==> config.mk <==
export PLATFORM = sky130hd
export DESIGN_NAME = cq_poller
export DESIGN_NICKNAME = d
export VERILOG_FILES = /design/src/rtl/cq_poller.sv
export SDC_FILE = /design/constraint.sdc
export NUM_CORES = 2
export LEC_CHECK = 0
export BUFFER_PORTS_ARGS = -buffer_cell sky130_fd_sc_hd__buf_4
export CORE_AREA = 2 2 341 343
export CTS_CLUSTER_DIAMETER = 60
export DETAILED_ROUTE_END_ITERATION = 7
export DIE_AREA = 0 0 343 345
export PLACE_DENSITY = 0.66
export RECOVER_POWER = 50
export SLEW_MARGIN = 30
export SYNTH_ARGS = -nofsm -noshare
export SYNTH_HDL_FRONTEND = slang
export SYNTH_SLANG_ARGS = --single-unit
==> constraint.sdc <==
create_clock -name clk -period 9.9 [get_ports clk]
set_clock_uncertainty 0.15 [all_clocks]
set_input_delay 0.495 -clock clk [delete_from_list [all_inputs] [get_ports clk]]
set_output_delay 0.495 -clock clk [all_outputs]
set_load 0.01 [all_outputs]
==> src/rtl/cq_poller.sv <==
module cq_poller #(
  parameter int HW_LOG2 = 4,
  parameter int SW_LOG2 = 2,
  parameter int DATA_W  = 32
) (
  input  logic                  clk,
  input  logic                  rst,
  input  logic                  prod_we,
  input  logic [HW_LOG2-1:0]    prod_idx,
  input  logic [32+DATA_W-1:0]  prod_entry,
  input  logic                  sw_push,
  input  logic [32+DATA_W-1:0]  sw_entry,
  output logic [SW_LOG2:0]      sw_count,
  output logic [SW_LOG2:0]      sw_free,
  output logic                  sw_full,
  input  logic                  set_error,
  output logic                  in_error,
  input  logic                  out_ready,
  output logic                  out_valid,
  output logic                  out_from_sw,
  output logic [31:0]           out_header,
  output logic [DATA_W-1:0]     out_data,
  output logic                  out_ooo,
  output logic [18:0]           out_qpid,
  output logic                  out_sw_made,
  output logic                  out_gen,
  output logic [4:0]            out_status,
  output logic                  out_is_sq,
  output logic [3:0]            out_opcode,
  output logic                  out_send_op
);
  localparam int HW_N  = 1 << HW_LOG2;
  localparam int SW_N  = 1 << SW_LOG2;
  localparam int ENT_W = 32 + DATA_W;

  logic [ENT_W-1:0] hw_ring [HW_N];
  logic [ENT_W-1:0] sw_ring [SW_N];
  logic             status_slot;
  logic [HW_LOG2:0] hw_rptr;
  logic [SW_LOG2:0] sw_rptr, sw_wptr;

  logic [ENT_W-1:0] hw_head, pick;
  logic             sw_empty, hw_fresh, take;

  assign sw_count = sw_wptr - sw_rptr;
  assign sw_free  = (SW_LOG2+1)'(SW_N) - sw_count;
  assign sw_empty = (sw_wptr == sw_rptr);
  assign sw_full  = ((sw_count >> SW_LOG2) != '0) && !sw_empty;

  assign hw_head  = hw_ring[hw_rptr[HW_LOG2-1:0]];
  assign hw_fresh = (hw_head[10] == ~hw_rptr[HW_LOG2]);
  assign pick     = sw_empty ? hw_head : sw_ring[sw_rptr[SW_LOG2-1:0]];

  assign out_from_sw = !sw_empty;
  assign out_valid   = !sw_empty || hw_fresh;
  assign take        = out_valid && out_ready;
  assign in_error    = status_slot;

  assign out_header  = pick[31:0];
  assign out_data    = pick[ENT_W-1:32];
  assign out_ooo     = pick[31];
  assign out_qpid    = pick[30:12];
  assign out_sw_made = pick[11];
  assign out_gen     = pick[10];
  assign out_status  = pick[9:5];
  assign out_is_sq   = pick[4];
  assign out_opcode  = pick[3:0];
  assign out_send_op = (pick[3:0] >= 4'd3) && (pick[3:0] <= 4'd6);

  always_ff @(posedge clk) begin
    if (rst) begin
      hw_rptr     <= '0;
      sw_rptr     <= '0;
      sw_wptr     <= '0;
      status_slot <= 1'b0;
      for (int i = 0; i < HW_N; i++) hw_ring[i] <= '0;
    end else begin
      if (prod_we) hw_ring[prod_idx] <= prod_entry;
      if (sw_push && !sw_full) sw_wptr <= sw_wptr + 1'b1;
      if (take) begin
        if (!sw_empty) sw_rptr <= sw_rptr + 1'b1;
        else           hw_rptr <= hw_rptr + 1'b1;
      end
      if (set_error) status_slot <= 1'b1;
    end
  end

  always_ff @(posedge clk) begin
    if (!rst && sw_push && !sw_full) sw_ring[sw_wptr[SW_LOG2-1:0]] <= sw_entry;
  end
endmodule

Word level (Yosys, flattened, before mapping)
Memories as Yosys holds them, arrays and structs flattened. A register that Yosys moved wholly into a read port is not among the register bits.
Index checks and enable logic that the tools add are counted.
{ "word_totals": {"register_bits": 12, "ramBits": 1280, "in_bits": 138, "output_inout_bits": 107, "word_cells": 45, "memories": 2} }
{ "op_classes": {"addsub": 5, "n_lt_le_gt_ge": 2, "n_eq_ne": 2, "n_mux": 15, "n_bitwise": 2, "reduce_logical": 13} }
{ "mem_list": {"columns": ["memory", "depth", "width", "rd", "rd_clocked_by_memory_dff", "write_ports", "line_no", "rtl"], "rows": [
  ["hw_ring", 16, 64, 1, 1, 16, "36", "logic [ENT_W-1:0] hw_ring [HW_N];"],
  ["sw_ring", 4, 64, 1, 1, 1, "37", "logic [ENT_W-1:0] sw_ring [SW_N];"]
]} }
{ "op_table": {"columns": ["op", "count"], "rows": [
  ["64-bit two-way mux", 2],
  ["64-bit OR reduction", 1],
  ["4-bit two-way mux", 3],
  ["1-bit two-way mux", 8],
  ["3-bit by 1-bit adder with 3-bit output, second input constant", 2],
  ["1-bit logical AND", 6],
  ["5-bit by 1-bit adder with 5-bit output, second input constant", 1],
  ["4-bit by 2-bit >= comparator with 1-bit output, second input constant", 1],
  ["4-bit by 3-bit <= comparator with 1-bit output, second input constant", 1],
  ["2-bit two-way mux", 2],
  ["2-bit AND reduction", 2],
  ["3-bit == test", 1],
  ["1-bit logical NOT", 3],
  ["3-bit subtractor", 1],
  ["3-bit subtractor, first input constant", 1],
  ["1-bit inverter", 2],
  ["1-bit == test", 1],
  ["1-bit logical OR", 1]
]} }

Depth between registers and ports, before layout
{ "depth": {"word_depth": 7, "depth_mapped": 10, "mapped_depth_nobuf": 9} }

Worst setup path before layout
Ideal clock, no wire load.
{ "synth_path": {"path_type": "register to register", "startpoint": "register sw_wptr[0]", "endpoint": "memory sw_ring[0][0] (netlist name) (enable)", "setup_ns": 0.429, "arrival_ns": 3.230, "required_ns": 9.321, "slack_ns": 6.091, "stages_incl_launch_ff": 10, "synth_period_minus_slack_ns": 3.809, "path_cell_list": "dfxtp_1 > inv_1 > ha_1 > nand2_1 > nor2_1 > inv_1 > nand2_1 > nand2_1 > nor2_1 > and2_1"} }
{ "synth_between": {"elab_chain_len": 7} }
{ "synth_lines": {"columns": ["item", "line_no", "rtl"], "rows": [
  ["from (decl)", "40", "logic [SW_LOG2:0] sw_rptr, sw_wptr;"],
  ["from (signal assigned)", "79", "if (sw_push && !sw_full) sw_wptr <= sw_wptr + 1'b1;"],
  ["parallel branches: the longest is 7 deep, another holds 3-bit subtractor", null, null],
  ["to (decl)", "37", null]
]} }
Parallel ways; which one is timed is not known.

==> impl_metrics.env <==
export IMPL_tritoncts="done"
export IMPL_seqCellArea_um2=38820
export IMPL_core_um2=115100
export IMPL_layout_commonest_cell="edfxtp_1"
export IMPL_r2r_start="sw_wptr[0]$_SDFFE_PP0P_"
export IMPL_multi_input_area_um2=16720
export IMPL_grtUsageTotal_pct=25.54
export IMPL_setup_slack_ns=3.609
export IMPL_die_w_um=343
export IMPL_fmax_mhz=158.9
export IMPL_syn_area_um2=56860
export IMPL_p_clk_share_pct=32.9
export IMPL_pin_count=245
export IMPL_synthCells=3352
export IMPL_first_global_vias=31090
export IMPL_worst_slew_pin_slew_ns=4.889
export IMPL_fin_setup_tns_ns=0
export IMPL_crit_start="rst"
export IMPL_cts_sinks=1298
export IMPL_nFillCells=8873
export IMPL_post_drt_via_cell_ratio=5.787
export IMPL_pwr_density_cell_nw_per_um2=231.3
export IMPL_slew_viol_final=1152
export IMPL_final_antenna_net_count=0
export IMPL_crit_required_ns=10.11
export IMPL_drt_first_iter_violations=3295
export IMPL_syn_num_nets=3500
export IMPL_ys_seq_area_share_pct=68.23
export IMPL_final_cell_mix="1280 x edfxtp_1, 661 x and2_1, 377 x mux4_2"
export IMPL_post_cts_resized=0
export IMPL_critPathMaxStageDelay_ns=2.06
export IMPL_ys_ff_latch=1298
export IMPL_portBuffers=244
export IMPL_firstDrtPassIters=5
export IMPL_avgRoutedWirePerCell_um=28.59
export IMPL_drc_errors=0
export IMPL_clk_path_buf_depth=3
export IMPL_hold_depth=2
export IMPL_yosys_warnings=0
export IMPL_hp_class="in2reg"
export IMPL_path_cells="dlygate4sd3_1, clkbuf_1, nand2b_1, or3_1, nor3_1, clkbuf_1, or2_4, buf_4"
export IMPL_drive_gt1_share_pct=21.99
export IMPL_synth_distinct_cells=41
export IMPL_dp_hpwl_um=80010
export IMPL_h_tree_depth=4
export IMPL_area_growth_pct=14.56
export IMPL_cts_buffers=138
export IMPL_finalSetupViolations=0
export IMPL_p_sw_mw=4.242
export IMPL_critical_path_top_delay_family="buffers and inverters"
export IMPL_path_buf_inv=4
export IMPL_p_int_mw=10.83
export IMPL_hold_end="hw_ring[14][55]$_SDFFCE_PN0P_"
export IMPL_rsz0062_at_grt="false"
export IMPL_fin_nets=3753
export IMPL_place_congestion=0.7496
export IMPL_grt_overflow=0
export IMPL_clk_transition_reported_paths_ns=0.06
export IMPL_antenna_found_initial=20
export IMPL_max_slew_margin_pct=-225.9
export IMPL_die_area_um2=118300
export IMPL_critical_path_max_fanout=39
export IMPL_floorplan_initialDensity_pct=49.39
export IMPL_final_hold_violation_count=0
export IMPL_crit_path_frequent_cell="clkbuf_1"
export IMPL_violations="max-capacitance violations, max-slew violations"
export IMPL_root_buffer="clkbuf_16"
export IMPL_grt_pass1_wl_um=216900
export IMPL_r2r_end="sw_ring[0][19]$_DFFE_PP_"
export IMPL_path_class="in2reg"
export IMPL_slowest_stage="clkbuf_1"
export IMPL_netSwitchingFraction_pct=28.15
export IMPL_period_share_pct=63.55
export IMPL_vias=30340
export IMPL_chipHeight_um=345
export IMPL_reg2reg_slack_ns=4.96
export IMPL_p_comb_share_pct=23.9
export IMPL_vdd_ir_drop_max_uv=218.9
export IMPL_grt_max_degree=150
export IMPL_leakage_nw=21.78
export IMPL_p_seq_share_pct=43.3
export IMPL_dpl_worst_slack_ns=5.697
export IMPL_totalWireLength_um=149900
export IMPL_drv_cap=27
export IMPL_min_period_ns=6.291
export IMPL_status="finished with violations"
export IMPL_syn_avg_cell_area_um2=16.96
export IMPL_cp_end_kind="flip-flop"
export IMPL_rows=125
export IMPL_hold_path_startpoint="prod_entry[55]"
export IMPL_clk_latency_ns=0.74
export IMPL_cp_arrival_ns=6.50
export IMPL_worst_r2r_path_depth=10
export IMPL_start_kind="input port"
## state kept, by name, summed over array words and instances (netlist names), named ones only
name / count
hw_ring: 1024
sw_ring: 256
hw_rptr: 5
sw_rptr: 3
sw_wptr: 3
in_error: 1
## Yosys cell counts
cell type,count,area (um2)
a21o_1,1,7.510
a21oi_1,3,15.01
a21oi_4,1,16.27
a221oi_1,3,26.28
a22oi_1,2,15.01
a22oi_2,1,12.51
a31oi_1,1,6.260
and2_1,1028,6431
and3_1,1,6.260
buf_1,7,26.28
buf_2,53,265.3
buf_4,35,262.8
buf_6,3,33.78
clkbuf_1,213,799.5
dfxtp_1,18,360.4
edfxtp_1,1280,38440
fa_1,1,20.02
ha_1,9,112.6
inv_1,10,37.54
inv_2,1,3.750
mux2_2,11,123.9
mux2i_1,9,90.09
mux4_2,377,8491
nand2_1,198,743.2
nand2b_1,5,31.28
nand3_1,7,35.03
nand3b_1,1,7.510
nor2_1,30,112.6
nor2b_1,5,31.28
nor3_1,6,30.03
nor3_2,1,10.01
nor3b_1,1,7.510
nor3b_4,1,18.77
nor4b_4,1,23.77
nor4bb_4,1,25.02
o21ai_0,2,10.01
o21ai_1,1,5.000
or2_2,16,100.1
or3_1,1,6.260
xnor2_1,2,17.52
xor2_1,5,43.79
## layer usage
metal / part of all wire, % / vias to the layer above / global-route usage (%)
met5: 0.089 / - / 0
met4: 2.0 / 22 / 6.381
met3: 7.9 / 202 / 5.961
met2: 48 / 1170 / 40.84
met1: 42 / 16010 / 35.62
li1: - / 12930 / -
## repair_timing
| action | CTS | global route |
|---|---|---|
| buffers inserted | 0 | 0 |
| hold buffers | 127 | 0 |
| hold endpoints to repair | 1129 | 0 |
## how the worst max path moves through the flow
stage,to,slack (ns),cells past startpoint
after floorplan,sw_ring[0][0]$_DFFE_PP_,6.09,9
after global placement,out_send_op,5.50,8
after detailed placement,out_send_op,5.70,8
after CTS,out_send_op,4.89,8
after global routing,hw_ring[10][36]$_SDFFCE_PN0P_,3.50,7
final,hw_ring[0][34]$_SDFFCE_PN0P_,3.61,8
## stage by stage
step / util (%) / std cells / hold WS [ns] / power [mW] / cell area [um2]
after floorplan: - / 3352 / 0.3171 / 8.790 / 56860
after global placement: 51.94 / 4856 / 0.3199 / 10.18 / 59790
after detailed placement: 52.03 / 4859 / 0.3139 / 10.22 / 59900
after CTS: 56.86 / 5232 / 0.0005302 / 15.18 / 65450
after global routing: 56.57 / 5237 / 0.04131 / 15.61 / 65120
final: 56.59 / 5242 / 0.04640 / 15.07 / 65140
## final cells by class
| class | instances | area share (%) |
|---|---|---|
| diodes | 7 | 0.02689 |
| multi-input cells | 1732 | 25.67 |
| clock buffers | 169 | 5.709 |
| clock inverters | 77 | 0.8702 |
| well taps | 1524 | 2.927 |
| inverters | 11 | 0.07299 |
| repair buffers | 424 | 5.136 |
| flip-flops and latches | 1298 | 59.59 |
## power groups by stage
stage | Combinational, mW | Clock, mW | Sequential, mW
after floorplan | 2.26 | 0 | 6.53
after global placement | 3.52 | 0 | 6.65
after detailed placement | 3.58 | 0 | 6.64
after CTS | 3.64 | 5.02 | 6.52
after global routing | 3.84 | 5.22 | 6.56
final | 3.60 | 4.95 | 6.52
## cell families (layout without fill, tap and decap cells)
kind of cell	count (synthesis)	count (layout)	synth area share (%)
DFF	1298	1298	68.23
xor gates and xnor gates	7	7	0.1078
AOI/OAI and AO/OA	15	15	0.2003
adders and majority gates	10	10	0.2333
and+or+nand+nor	1303	1303	13.40
other	0	7	0
muxes	397	397	15.31
buffers and inverters	322	681	2.513
Note: power is estimated with default switching activity, not from simulation.
